`config.mk`:
```
export PLATFORM = sky130hd
export DESIGN_NAME = dmem_space
export DESIGN_NICKNAME = d
export VERILOG_FILES = /design/src/rtl/dmem_pkg.sv /design/src/rtl/dmem_redirect.sv /design/src/rtl/dmem_gpr.sv /design/src/rtl/dmem_sfr.sv /design/src/rtl/dmem_space.sv
export SDC_FILE = /design/constraint.sdc
export NUM_CORES = 1
export LEC_CHECK = 0
export ABC_AREA = 1
export BUFFER_PORTS_ARGS = -buffer_cell sky130_fd_sc_hd__buf_2
export CAP_MARGIN = 30
export CORE_MARGIN = 1.5
export CORE_UTILIZATION = 45
export DETAILED_ROUTE_END_ITERATION = 10
export HOLD_SLACK_MARGIN = 0.1
export PLACE_DENSITY = 0.69
export SLEW_MARGIN = 15
export SYNTH_ARGS = -nofsm -noshare
export SYNTH_HDL_FRONTEND = slang
export SYNTH_SLANG_ARGS = --single-unit
```
`constraint.sdc`:
```
create_clock -name clk -period 2.5 [get_ports clk]
set_input_delay 0.25 -clock clk [delete_from_list [all_inputs] [get_ports clk]]
set_output_delay 0.25 -clock clk [all_outputs]
set_load 0.005 [all_outputs]
```
`src/rtl/dmem_pkg.sv`:
```
// Package: shared widths, address map and types for the data space.
// Assumes a 6-bit address and 8-bit data. The map constants are fixed by
// the core's instruction decode.
package dmem_pkg;
    localparam int AW = 6;
    localparam int DW = 8;
    localparam int BW = $clog2(DW);

    typedef logic [AW-1:0] addr_t;
    typedef logic [DW-1:0] byte_t;

    localparam addr_t A_IND   = 6'h00;
    localparam addr_t A_PTR   = 6'h01;
    localparam addr_t A_ACC   = 6'h05;
    localparam addr_t A_PCL   = 6'h06;
    localparam addr_t A_TBP   = 6'h07;
    localparam addr_t A_TBH   = 6'h08;
    localparam addr_t A_STS   = 6'h0A;
    localparam addr_t A_PORT0 = 6'h12;

    localparam int PORT_CNT    = 3;
    localparam int PORT_STRIDE = 2;
    localparam int GPR_BASE    = 32;
    localparam int GPR_DEPTH   = 32;
endpackage

```
`src/rtl/dmem_redirect.sv`:
```
// Module: effective-address selection.
// Replaces address 00H with the pointer value and flags a null access when
// the result is 00H again. Purely combinational.
module dmem_redirect
    import dmem_pkg::*;
(
    input  addr_t addr,
    input  addr_t ptr,
    output addr_t eff,
    output logic  null_acc
);
    // Substitute the pointer for the indirect location; detect self-reference.
    always_comb begin
        eff      = (addr == A_IND) ? ptr : addr;
        null_acc = (eff == A_IND);
    end
endmodule

```
`src/rtl/dmem_gpr.sv`:
```
// Module: general-purpose RAM window.
// Holds DEPTH bytes starting at BASE. Reads are combinational and writes
// are taken at the clock edge. Contents are not reset. Assumes DEPTH is a
// power of two and that the window ends at or below the top of the address
// space.
module dmem_gpr
    import dmem_pkg::*;
#(
    parameter int BASE  = GPR_BASE,
    parameter int DEPTH = GPR_DEPTH
) (
    input  logic  clk,
    input  addr_t eff,
    input  logic  we,
    input  byte_t wdata,
    output byte_t rdata,
    output logic  hit
);
    localparam int IW = $clog2(DEPTH);

    byte_t           mem [DEPTH];
    logic [IW-1:0]   idx;

    // Window hit test and row index.
    always_comb begin
        hit   = (int'(eff) >= BASE) && (int'(eff) < BASE + DEPTH);
        idx   = IW'(eff - AW'(BASE));
        rdata = mem[idx];
    end

    // Store a byte into the selected row.
    always_ff @(posedge clk) begin
        if (we && hit) mem[idx] <= wdata;
    end
endmodule

```
`src/rtl/dmem_sfr.sv`:
```
// Module: special register file.
// Holds the pointer, accumulator, table pointer, status and port registers,
// and forwards reads of the external PC-low and table-high hooks. Returns 0
// for any address it does not own. Writes to the PC-low address become a
// load strobe. Synchronous active-low reset.
module dmem_sfr
    import dmem_pkg::*;
#(
    parameter int    NPORT = PORT_CNT,
    parameter int    PSTEP = PORT_STRIDE,
    parameter addr_t PBASE = A_PORT0
) (
    input  logic                  clk,
    input  logic                  rst_n,
    input  addr_t                 eff,
    input  logic                  we,
    input  byte_t                 wdata,
    input  byte_t                 pcl_in,
    input  byte_t                 tblh_in,
    output byte_t                 rdata,
    output addr_t                 ptr_q,
    output byte_t                 acc_q,
    output byte_t                 status_q,
    output byte_t                 tblp_q,
    output logic [NPORT-1:0][DW-1:0] port_q,
    output logic                  pcl_ld,
    output byte_t                 pcl_ld_val
);
    localparam int FILL = DW - AW;

    // Core registers: pointer keeps the low AW bits only.
    always_ff @(posedge clk) begin
        if (!rst_n) begin
            ptr_q    <= '0;
            acc_q    <= '0;
            status_q <= '0;
            tblp_q   <= '0;
        end else if (we) begin
            case (eff)
                A_PTR:   ptr_q    <= wdata[AW-1:0];
                A_ACC:   acc_q    <= wdata;
                A_STS:   status_q <= wdata;
                A_TBP:   tblp_q   <= wdata;
                default: ;
            endcase
        end
    end

    // One register per port, spaced PSTEP apart from PBASE.
    for (genvar g = 0; g < NPORT; g++) begin : g_port
        localparam addr_t PADDR = PBASE + addr_t'(g * PSTEP);
        // Port g register update.
        always_ff @(posedge clk) begin
            if (!rst_n)                  port_q[g] <= '0;
            else if (we && eff == PADDR) port_q[g] <= wdata;
        end
    end

    // Read multiplexer; unowned addresses yield zero.
    always_comb begin
        rdata = '0;
        case (eff)
            A_PTR:   rdata = {{FILL{1'b1}}, ptr_q};
            A_ACC:   rdata = acc_q;
            A_PCL:   rdata = pcl_in;
            A_TBP:   rdata = tblp_q;
            A_TBH:   rdata = tblh_in;
            A_STS:   rdata = status_q;
            default: ;
        endcase
        for (int p = 0; p < NPORT; p++) begin
            if (eff == PBASE + addr_t'(p * PSTEP)) rdata = port_q[p];
        end
    end

    // PC-low writes leave the block as a load request.
    always_comb begin
        pcl_ld     = we && (eff == A_PCL);
        pcl_ld_val = wdata;
    end
endmodule

```
`src/rtl/dmem_space.sv`:
```
// Module: data space top.
// Resolves the effective address, reads the selected location, merges a
// byte write or a single-bit update into it and commits the result in one
// clock. The byte write outranks the bit strobes, and clear outranks set.
// A null access (pointer aimed at 00H) reads 0 and commits nothing.
module dmem_space
    import dmem_pkg::*;
(
    input  logic        clk,
    input  logic        rst_n,
    input  logic [5:0]  addr,
    input  logic [7:0]  wr_data,
    input  logic        wr_en,
    input  logic        bit_set,
    input  logic        bit_clr,
    input  logic [2:0]  bit_idx,
    input  logic [7:0]  pcl_in,
    input  logic [7:0]  tblh_in,
    output logic [7:0]  rd_data,
    output logic        pcl_ld,
    output logic [7:0]  pcl_ld_val,
    output logic [7:0]  acc_q,
    output logic [7:0]  status_q,
    output logic [7:0]  port_a_q,
    output logic [7:0]  port_b_q,
    output logic [7:0]  port_c_q
);
    addr_t eff;
    logic  null_acc;
    addr_t ptr_q;
    byte_t sfr_rd, gpr_rd, tblp_q, mask, new_val;
    logic  gpr_hit, commit;
    logic [PORT_CNT-1:0][DW-1:0] port_q;

    dmem_redirect u_redir (
        .addr     (addr),
        .ptr      (ptr_q),
        .eff      (eff),
        .null_acc (null_acc)
    );

    // Read path and merge of the new byte value.
    always_comb begin
        rd_data = null_acc ? '0 : (gpr_hit ? gpr_rd : sfr_rd);
        mask    = byte_t'(1) << bit_idx;
        if (wr_en)        new_val = wr_data;
        else if (bit_clr) new_val = rd_data & ~mask;
        else              new_val = rd_data | mask;
        commit  = (wr_en || bit_set || bit_clr) && !null_acc;
    end

    dmem_sfr u_sfr (
        .clk        (clk),
        .rst_n      (rst_n),
        .eff        (eff),
        .we         (commit),
        .wdata      (new_val),
        .pcl_in     (pcl_in),
        .tblh_in    (tblh_in),
        .rdata      (sfr_rd),
        .ptr_q      (ptr_q),
        .acc_q      (acc_q),
        .status_q   (status_q),
        .tblp_q     (tblp_q),
        .port_q     (port_q),
        .pcl_ld     (pcl_ld),
        .pcl_ld_val (pcl_ld_val)
    );

    dmem_gpr u_gpr (
        .clk   (clk),
        .eff   (eff),
        .we    (commit),
        .wdata (new_val),
        .rdata (gpr_rd),
        .hit   (gpr_hit)
    );

    // Export the port registers by name.
    always_comb begin
        port_a_q = port_q[0];
        port_b_q = port_q[1];
        port_c_q = port_q[2];
    end
endmodule

```
==> metrics.txt <==
Worst path max stage delay=0.42 ns; Synth warnings=0; number of nets in the layout=1869; worst vdd ir=0.519 mV; slowest stage cell, crit path=nor3_1; IO buf count=94; H-tree lvl count=2; count of pins over their slew limit=0; Initial Utilization=45.7%; FMAX=310 MHz; CTS Hold Bufs=0; register bit total from synthesis=310; Die X-Extent=179 um; routed vias/inst=5.47; setup ws final=-0.723 ns; ANT cells=0; Final period util=129%; Worst Hold Class=in2reg; Worst Path Max Fanout=7; CTS sink cnt=310; type of the worst setup path=reg2out; core area=30600 um2; FILL cells=2353; Finished Core Util=62.2%; routability congestion estimate from global placement=0.941; synth unique cells=37; status=finished with violations; crit path buf inv count=4; Placed Cells=2137; total leakage power=8.14 nW; Root Driver=clkbuf_16; Post-synth top cells=nand2_1 (322), nor2_1 (300), edfxtp_1 (256); global-route met3 utilization=5.81%; Worst path top cell family by delay=simple AND/OR/NAND/NOR gates; Syn-to-layout area delta=36.1%; Most Frequent Cell on Critical Path=nand2_4; max cap viols=0; DP Wirelength=30000 um; Synthesized Nets=1533; Register Area=8770 um2; Least-Margin Pin Slew=0.951 ns; first-pass iteration count of the detailed router=6; Cells after Synth=1495; top-area cell type share of the netlist area=55.0%; gr usage total=27.8%; fin crit period=3.22 ns; Post-synth top flop=edfxtp_1; CP endpoint kind=primary output; post-synthesis sequential area ratio=62.7%; pwr dens=636 nW/um2; Async S/R FF share, synth=0%; initial antenna violation count=0; multi-input logic area=4870 um2; final setup violation count=570; total number of vias=12298; Reg2Reg Setup Slack=-0.45 ns; Max-slew headroom=36.5%; Cell Area, Synth=14000 um2; Ports=95; die height=179 um; HP Start=wr_data[7]; die area=32100 um2; worst hold slack=0.364 ns; worst skew pair latency=0.51 ns; fraction of layout cells with a size suffix above 1=31.5%; Routed WL=47000 um; reg2reg start=u_sfr.ptr_q[1]; Rows=64; worst path cell trace=inv_2 -> nand4_1 -> nand2_4 -> buf_6 -> nand2_8 -> buf_12 -> o22ai_1 -> nor3_1 -> nor2_2 -> nor2_2 -> nand2_1 -> nand2_1 -> nand2_2 -> nand2_2 -> nand2_4 -> nand2_4 -> buf_6; RSZ-0062 raised after global routing=true; most frequent cell after synthesis=nand2_1; largest net degree at the start of global routing=55; # DRC=0; first-pass GRT wire length=65600 um; worst setup path startpoint=u_sfr.ptr_q[0]; top cell type by total area after synthesis=edfxtp_1; gr ovfl total=0; Post-synth EDFFs=256; vias in the first global route=11443; fin cells=2248; Mean Syn Cell Area=9.35 um2; routed wire length per instance=20.9 um; top cells by area, synth=edfxtp_1 (55%), nand2_1 (8.6%), nor2_1 (8.1%); Clk pin slew, worst setup/hold paths=0.06 ns; CTS tree=yes; grt peak-use layer=met2; met1 global-route usage=37.7%; CTS Buffer Depth=3; Final Hold Viols=0; Num CTS Buffers=35; Clock Skew=0.0165 ns; Worst Path Arrival=2.97 ns; Crit path required time=2.25 ns; violated checks=negative setup slack; met2 Resource Use GR=43.8%; CP startpoint kind=flop; post-route ant nets=0; number of DRC markers in iteration 0=1550
-- tightest hold or removal path, stage by stage --
cell	delay (ns)
buf_2	0.08
nand2_1	0.25
nand3_1	0.18
nand2_1	0.04
inv_1	0.04
-- cells in the final DEF, fill, tap and decap left out, types with 23 or more instances in the layout --
cell type,Yosys,routed
o21ai_0,37,31
nand4_1,27,27
nor2_1,300,281
nor2_2,11,24
nand2_1,322,260
nand2_2,13,56
buf_2,23,80
inv_1,178,172
dfxtp_1,54,52
clkbuf_16,0,43
buf_12,0,32
nand3_1,111,87
buf_6,5,54
buf_4,3,163
edfxtp_1,256,256
a21oi_1,49,42
nand3_2,2,23
-- registers in the layout, summed over array words and instances, names as in the netlist --
register        count
u_gpr.mem         256
u_sfr.tblp_q        8
u_sfr.port_q       24
u_sfr.status_q      8
u_sfr.ptr_q         6
u_sfr.acc_q         8
-- through the flow --
step | power (mW) | worst slack, ns | area [um2] | setup TNS (ns)
2_1_floorplan | 6.36 | 0.00633 | 14000 | 0
3_3_place_gp | 7.00 | -0.620 | 16500 | -236.28
3_5_place_dp | 7.01 | -0.675 | 16500 | -264.81
4_1_cts | 11.9 | -0.532 | 18300 | -62.95
5_1_grt | 12.4 | -0.811 | 19000 | -163.89
6_report | 12.1 | -0.723 | 19000 | -117.00
-- report_power, final --
group          internal, mW  switching, mW  leakage (nW)
registers              5.70         0.0146          2.75
logic                 0.649          0.962          4.87
clock network          2.78           2.01         0.516
total                  9.12           2.99          8.14
-- kinds of logic after synthesis --
| kind of cell | Yosys count | synth area share (%) |
|---|---|---|
| AND/OR/NAND/NOR | 843 | 26.2 |
| flip-flops | 310 | 62.7 |
| buffers and inverters | 228 | 6.68 |
| AO/OA/AOI/OAI | 114 | 4.38 |
-- repair_timing --
item	CTS	global route
setup endpoints to repair	573	576
gates resized for setup	119	131
buffers inserted	29	17
gates cloned	1	6
pin swaps	35	56
-- metal layers --
metal | wire, um | vias to the layer above
li1 | - | 5553
met5 | 0 | -
met1 | 18200 | 5810
met2 | 21600 | 785
met3 | 5380 | 150
met4 | 1820 | 0
-- final timing paths --
| kind | to | depth (start not counted) |
|---|---|---|
| max reg2reg | u_gpr.mem[15][3] | 18 |
| min reg2reg | u_sfr.port_q[20] | 4 |
| min | u_sfr.port_q[15] | 5 |
| max | pcl_ld_val[2] | 17 |
-- layout make-up --
| type | instances | area share (%) |
|---|---|---|
| Sequential cell | 310 | 46.1 |
| Multi-Input combinational cell | 957 | 25.6 |
| Timing Repair Buffer | 342 | 16.5 |
| Clock buffer | 40 | 4.92 |
| Inverter | 185 | 3.71 |
| Tap cell | 396 | 2.60 |
| Clock inverter | 18 | 0.605 |
Note: power is estimated with default switching activity, not from simulation.
